### src/rtl/cdtimer.sv
module cdtimer #(
  parameter int DW        = 32,
  parameter int AW        = 8,
  parameter int START_BIT = 2,
  parameter int AUTO_BIT  = 0
) (
  input  logic          clk,
  input  logic          rst_n,
  input  logic          tick,
  input  logic          rd_en,
  input  logic          wr_en,
  input  logic [AW-1:0] addr,
  input  logic [2:0]    nbytes,
  input  logic [DW-1:0] wdata,
  output logic [DW-1:0] rdata,
  output logic          err,
  output logic          irq
);
  localparam logic [AW-1:0] OFS_STAT = AW'(0);
  localparam logic [AW-1:0] OFS_CTRL = AW'(4);
  localparam logic [AW-1:0] OFS_PER  = AW'(8);
  localparam logic [AW-1:0] OFS_SNAP = AW'(12);
  localparam logic [2:0]    WORD_BYTES = 3'd4;

  logic [DW-1:0] stat_q, ctrl_q, per_q, cnt_q;
  logic [DW-1:0] rd_mux;

  logic hit_stat, hit_ctrl, hit_per, hit_snap, size_ok;
  logic rd_ok, wr_ok, running, at_zero, auto_rl;

  assign hit_stat = (addr == OFS_STAT);
  assign hit_ctrl = (addr == OFS_CTRL);
  assign hit_per  = (addr == OFS_PER);
  assign hit_snap = (addr == OFS_SNAP);
  assign size_ok  = (nbytes == WORD_BYTES);

  assign wr_ok = wr_en & size_ok & (hit_stat | hit_ctrl | hit_per);
  assign rd_ok = rd_en & size_ok & (hit_stat | hit_ctrl | hit_per | hit_snap);

  assign running = tick & ctrl_q[START_BIT];
  assign at_zero = (cnt_q == '0);
  assign auto_rl = ctrl_q[AUTO_BIT];
  assign irq     = at_zero & auto_rl;

  always_ff @(posedge clk) begin
    if (!rst_n) begin
      stat_q <= '0;
      ctrl_q <= '0;
      per_q  <= '0;
    end else if (wr_ok) begin
      if (hit_stat) stat_q <= wdata;
      if (hit_ctrl) ctrl_q <= wdata;
      if (hit_per)  per_q  <= wdata;
    end
  end

  always_ff @(posedge clk) begin
    if (!rst_n) begin
      cnt_q <= '0;
    end else if (running) begin
      if (!at_zero)     cnt_q <= cnt_q - 1'b1;
      else if (auto_rl) cnt_q <= per_q;
    end
  end

  always_comb begin
    rd_mux = '0;
    if (rd_ok) begin
      unique case (1'b1)
        hit_stat: rd_mux = stat_q;
        hit_ctrl: rd_mux = ctrl_q;
        hit_per:  rd_mux = per_q;
        hit_snap: rd_mux = cnt_q;
        default:  rd_mux = '0;
      endcase
    end
  end

  always_ff @(posedge clk) begin
    if (!rst_n) begin
      rdata <= '0;
      err   <= 1'b0;
    end else begin
      if (rd_en) rdata <= rd_mux;
      err <= (rd_en & ~rd_ok) | (wr_en & ~wr_ok);
    end
  end
endmodule

### config.mk
export PLATFORM = sky130hd
export DESIGN_NAME = cdtimer
export DESIGN_NICKNAME = d
export VERILOG_FILES = /design/src/rtl/cdtimer.sv
export SDC_FILE = /design/constraint.sdc
export NUM_CORES = 1
export LEC_CHECK = 0
export CAP_MARGIN = 5
export CORE_MARGIN = 4
export CORE_UTILIZATION = 57
export DETAILED_ROUTE_END_ITERATION = 16
export DONT_BUFFER_PORTS = 1
export PLACE_DENSITY = 0.87
export SLEW_MARGIN = 10
export SYNTH_ARGS = -nofsm -noshare
export SYNTH_HDL_FRONTEND = slang
export SYNTH_SLANG_ARGS = --single-unit
### constraint.sdc
create_clock -name clk -period 2.8 [get_ports clk]
set_clock_uncertainty 0.15 [all_clocks]
set_input_delay 0.56 -clock clk [delete_from_list [all_inputs] [get_ports clk]]
set_output_delay 0.56 -clock clk [all_outputs]
set_load 0.1 [all_outputs]
==> results of run 1 <==
==> stage by stage <==
stage	cells	TNS (ns)	util (%)	power (mW)	hold WS [ns]
2_1_floorplan	985	-0.182	-	2.42	0.284
3_3_place_gp	1186	0	63.5	2.43	0.286
3_5_place_dp	1186	0	63.5	2.43	0.295
4_1_cts	1216	-0.327	68.1	4.75	0.103
5_1_grt	1221	-0.378	68.6	4.85	0.107
6_report	1221	-0.337	68.6	4.75	0.113
==> layout by cell type, fill, tap and decap left out, drive strengths merged, types with 3 or more instances in the layout <==
cell    Yosys  layout
nand4      11      11
nand2b      3       3
buf        11     105
or4        10      12
or2        10      10
a211oi     10      10
clkinv      0       3
o22ai      20      20
mux2i      41      41
a32o        6       6
o31ai       5       5
a22o       11      11
nor3       17      17
nand3      10      10
a22oi      32      32
dfxtp     161     161
nor4b       4       4
a21oi      99      99
and2       11      11
nor2       25      25
nor4       14      14
inv         9      10
clkbuf     66      21
bufinv      0       3
mux2       17      17
o41ai       4       4
or3        11      11
a221oi      3       3
o21ai      58      58
nand2     287     287
==> worst max-delay path, stage by stage (launching register included) <==
cell	delay (ns)
dfxtp_2	0.33
or4_4	0.54
or3_4	0.35
or4_4	0.46
nor2_4	0.13
buf_12	0.18
==> logic make-up (layout without fill, tap and decap cells) <==
family / after synthesis / in the layout / share of synthesized area [%]
buffers and inverters: 86 / 144 / 4.66
DFF: 161 / 161 / 42.1
adders and majority gates: 2 / 2 / 0.327
AOI/OAI and AO/OA: 260 / 260 / 20.7
muxes: 58 / 58 / 7.91
and+or+nand+nor: 418 / 420 / 24.3
==> final timing paths <==
check	startpoint	endpoint	slack, ns	depth (start not counted)
setup / recovery	cnt_q[23]$_SDFFE_PN0P_	irq	-0.34	5
hold / removal	wdata[23]	ctrl_q[23]$_SDFFE_PN0P_	0.11	2
setup reg to reg	cnt_q[9]$_SDFFE_PN0P_	cnt_q[25]$_SDFFE_PN0P_	0.06	6
hold reg to reg	rdata[22]$_SDFFE_PN0P_	rdata[22]$_SDFFE_PN0P_	0.30	2
==> cell usage after synthesis, drive strengths merged, types with 2 or more instances <==
cell | number | area, sq um
mux2i | 41 | 410
mux2 | 17 | 195
clkbuf | 66 | 248
ha | 2 | 25.0
a221oi | 3 | 26.3
and2 | 11 | 68.8
o41ai | 4 | 35.0
or4 | 10 | 82.6
nor3 | 17 | 96.4
a22oi | 32 | 240
o22ai | 20 | 125
nand2b | 3 | 18.8
or2 | 10 | 62.6
nand4 | 11 | 68.8
a211oi | 10 | 75.1
nor4b | 4 | 35.0
nor4 | 14 | 100
inv | 9 | 33.8
nand3 | 10 | 50.1
o211ai | 2 | 15.0
o21ai | 58 | 290
a32o | 6 | 60.1
buf | 11 | 75.1
a21oi | 99 | 495
a22o | 11 | 96.3
or3 | 11 | 68.8
nand2 | 287 | 1080
nor2 | 25 | 93.8
o32ai | 2 | 17.5
o31ai | 5 | 37.5
a211o | 2 | 17.5
dfxtp | 161 | 3220
==> final cells by class <==
type	instances	share of cell area (%)
flip-flops and latches	161	35.6
multi-input cells	740	45.8
inverters	9	0.373
clock buffers	21	5.09
repair buffers	105	9.21
well taps	176	2.43
clock inverters	9	1.47
==> flip-flops by register name, summed over array words and instances (netlist names) <==
signal,count
cnt_q,32
ctrl_q,32
stat_q,32
err,1
rdata,32
per_q,32
==> power by group through the flow <==
stage | clock [mW] | combinational [mW] | sequential (mW)
final | 2.37 | 0.0862 | 2.29
after global routing | 2.47 | 0.0910 | 2.29
after CTS | 2.37 | 0.0844 | 2.29
after detailed placement | 0 | 0.0840 | 2.34
after global placement | 0 | 0.0834 | 2.34
after floorplan | 0 | 0.0712 | 2.35
==> metal layers <==
metal | wire length [um] | vias up
li1 | - | 3587
met1 | 9290 | 3653
met2 | 11100 | 539
met3 | 2680 | 87
met4 | 703 | 0
met5 | 0 | -
==> what timing repair did <==
action	in CTS	in global routing
pin swaps	1	3
gates cloned	0	2
endpoints found under the setup margin	1	13
setup buffers	0	3
resized for setup	3	7
==> results.md, run 1 <==
* CORE AREA at ~13000 sq um
* Clock Path Buffers at 2
* Pwr per Cell Area at between 500 and 600 nW/um^2
* Post-synth ARST share at 0%
* CP Launch Type: flip-flop
* Die area at ~15000 sq um
* Clock Power Share at between 40% and 50%
* Ant diodes at 0
* Fin crit share at 112%
* Sequential power share at 48.2%
* DRT Wirelength at 23800 um
* Post-Place Worst Slack at 0.0223 ns
* Slew margin rel. at 50.2%
* # IOs at 82
* Final hold violations at 0
* Net count after synthesis at ~1000
* Internal Power at between 3 and 4 mW
* Vias in the first global route at ~7600
* # rows at 42
* Failing checks: negative setup slack
* Time the worst path needs with I/O delays and setup at around 3.1 ns
* Worst slew pin tran at approximately 0.75 ns
* Via density at ~6.4
* GRT overflow at 0
* Syn avg cell area at just under 8 sq um
* Number of synthesized flops with an enable pin at 0
* Crit path arrival time at 2.43 ns
* Placer Congestion at approximately 1.0
* DRC Markers at 0
* Combinational power share at 1.8%
* Total GRT Usage at 31.1%
* Area Growth Syn to Fin at 18.2%
* First-pass GRT wire length at between 30000 and 40000 um
* Worst-skew pair later-pin latency at 0.42 ns
* Syn Inst Count at a little under 1000
* Synth cell types at 51
* TritonCTS sink count at 161
* Area of the multi-input gates at ~4100 sq um
* DR WL/cell at about 19 um
* CTS tree: done
* Psw at 993 uW
* Final nets at approximately 1100
* VDD IR max at between 400 and 500 uV
* Reg area at around 3200 sq um
* Initial antenna violation count at 0
* Hold buffer count at cts at 0
* First-pass iteration count of the detailed router at 6
* DP HPWL at between 15000 and 20000 um
* Yosys warning count at 0
* Final instance area at between 9000 and 10000 sq um
* Pins Over Slew Limit at 0
* Share of cells above drive strength 1 at 17.3%
* RSZ-0062 raised after global routing: yes
* Grt peak-use layer: met2
* M3 GR Usage at ~8.1%
* Synth Flop Type: dfxtp_1
* Max-cap violations at 0
* Crit path required time at approximately 2.1 ns
* CTS buffer count at 17
* Chip Height at 124 um
* Synth Register Bits at 161
* Switch share at a little over a fifth
* Fmax at about 320 MHz
* Iteration-0 DRC Markers at between 900 and 1000
* IO Port Bufs at 0
* Setup slack after layout at -0.337 ns
* Die width at between 100 and 150 um
* Clock transition at path regs at ~0.060 ns
* Sequential share of the synthesized area at 42.1%
* Met1 Use GR at between 40% and 50%
* Met2 Track Usage GR at about 49%
* Crit-path max FO at 3
* Placed Area at between 8000 and 9000 sq um
* CTS root buf: clkbuf_16
* Leakage at ~3.4 nW
* CP Class: reg -> out
* Worst min-delay path class: in -> reg
* Filler cells at a little under 1000
* Critical Path End Type: output port
* Synthesized cell area at between 7000 and 8000 sq um
* Remaining antenna violation count after routing at 0
* Vias at 7866
* Largest net degree at the start of global routing at 38
* Starting Density at between 50% and 60%
* H-tree levels at 4
* Status: complete, but fails checks
* Final Setup Violations at 1
Note: power is estimated with default switching activity, not from simulation.
==> run 2, diff against run 1 <==
CORE_UTILIZATION = 55   (was 57)
PLACE_DENSITY = 0.85   (was 0.87)
SETUP_SLACK_MARGIN = 0.05   (was not set)
==> run 2 against run 1 <==
Compared with the run above:
- the flow still finishes with violations (negative setup slack)
- clock-buffer cell count shrank 1
- non-clock buffer count shrank 15
- register-to-register slack gained 0.09 ns
- first-iteration DRC count grew 7.9%
- setup slack lost 0.0033 ns
- hold slack lost 0.0078 ns
- utilization shrank 1.7 points
- fmax shrank 0.11%
- largest power group unchanged
==> results.md, run 2 (same netlist as run 1, synthesis figures left out) <==
* Status: complete, but fails checks
* Failing checks: negative setup slack
* First-pass GRT wire length at 38000 um
* RSZ-0062 raised after global routing: yes
* Initial antenna violation count at 0
* Setup slack after layout at -0.340 ns
* First-pass iteration count of the detailed router at 6
* Worst slew pin tran at 0.633 ns
* Final cell count without fillers at between 1000 and 1500
* Clock Path Buffers at 2
* Vias in the first global route at 7490
* DRT Wirelength at about 24000 um
* Ant diodes at 0
* Final Total Pwr at slightly below 5 mW
* Final hold violations at 0
* H-tree levels at 4
* CTS tree: done
* Register-to-register setup slack at 0.15 ns
* Share of cells above drive strength 1 at between 15 and 20%
* CTS buffer count at 17
* Critical Path End Type: output port
* CP Launch Type: flip-flop
* Pwr per Cell Area at ~540 nW/um^2
* Fin crit share at 112%
* Leading cell type in the layout, fill and taps excluded: nand2_1
* Leakage at between 3 and 4 nW
* Fmax at ~320 MHz
* Time the worst path needs with I/O delays and setup at approximately 3.1 ns
* Final nets at roughly 1100
* Total GRT Usage at between 20% and 30%
* Commonest cells after routing, fill and taps aside: nand2_1, dfxtp_1, a21oi_1
* Hold Path Stages at 2
* Post-Place Worst Slack at 0.0716 ns
* Hold buffer count at cts at 0
* Slew margin rel. at 57.7%
* Die area at approximately 16000 sq um
* GRT overflow at 0
* # IOs at between 80 and 90
* Crit path required time at about 2.1 ns
* Crit-path max FO at 3
* Placed insts at 1172
* Remaining antenna violation count after routing at 0
* Worst min-delay path class: in -> reg
* CORE AREA at between 10000 and 15000 sq um
* Worst-skew pair later-pin latency at 0.44 ns
* Pins Over Slew Limit at 0
* TritonCTS sink count at 161
* Final Setup Violations at 1
* Largest net degree at the start of global routing at 60
* Area Growth Syn to Fin at 17.7%
* Vias at 7849
* Die width at roughly 130 um
* DP HPWL at roughly 16000 um
* VDD IR max at ~430 uV
* Starting Density at between 50% and 60%
* CP Class: reg -> out
* Crit path arrival time at around 2.4 ns
* Chip Height at 126 um
* CTS root buf: clkbuf_16
* Placer Congestion at 0.969
* DRC Markers at 0
* Clock transition at path regs at ~0.060 ns
* IO Port Bufs at 0
* Cell depth of the worst flop-to-flop path at 6
* # rows at 42
* Iteration-0 DRC Markers at between 1000 and 1500
* Via density at approximately 6.5
* Max-cap violations at 0
* DR WL/cell at slightly below 20 um
## run 2: cell types whose count changed in the layout (fill, tap and decap cells not counted), sizes merged
| cell | delta |
|---|---|
| buf | -15 |
| or4 | -2 |
| clkbuf | -1 |
| clkinv | +1 |
| clkinvlp | +1 |
| inv | +1 |
## run 2: routing by layer
layer	wire, um	GRT usage (%)	vias to the layer above	share of wire [%]
met4	821	12.6	0	3.5
met1	9360	38.1	3662	40
met2	10800	45.8	539	46
met5	0	0	-	0
met3	2640	7.71	98	11
li1	-	-	3550	-
## run 2: report_power, final
group,switching [mW],internal [mW],total [mW]
logic,0.0622,0.0229,0.0851
clock network,0.969,1.47,2.44
registers,0.000592,2.29,2.29
## run 2: timing repair
action,CTS,global route
buffers inserted,0,2
resized for setup,3,11
pin swaps,1,2
endpoints found under the setup margin,1,21
## run 2: path summary, 6_finish.rpt
check                     startpoint                       to
max           cnt_q[23]$_SDFFE_PN0P_                      irq
min                         wdata[8]   stat_q[8]$_SDFFE_PN0P_
max reg2reg    cnt_q[9]$_SDFFE_PN0P_   cnt_q[23]$_SDFFE_PN0P_
min reg2reg  ctrl_q[12]$_SDFFE_PN0P_  ctrl_q[12]$_SDFFE_PN0P_
## run 2: worst max-delay path, cell delays in order (launching register included)
cell	delay [ns]
dfxtp_2	0.33
or4_4	0.53
or3_4	0.36
or4_4	0.46
nor2_4	0.14
buf_12	0.18
## run 2: layout make-up
cell class	count	area [sq um]
fill	1054	4450
sequential	161	3230
timing repair buffer	90	751
clock inverter	12	154
clock buffer	20	467
multi-input combinational	738	4150
inverter	9	33.8
tap	176	220
## run 2: per-stage QoR
stage | instance area (sq um) | util [%] | hold WS [ns] | setup TNS [ns]
floorplan | 7660 | - | 0.284 | -0.182
global placement | 8310 | 61.8 | 0.286 | 0
CTS | 8940 | 66.5 | 0.0955 | -0.333
finish | 9000 | 66.9 | 0.105 | -0.340
global route | 9000 | 66.9 | 0.0975 | -0.363
detailed placement | 8310 | 61.8 | 0.294 | 0
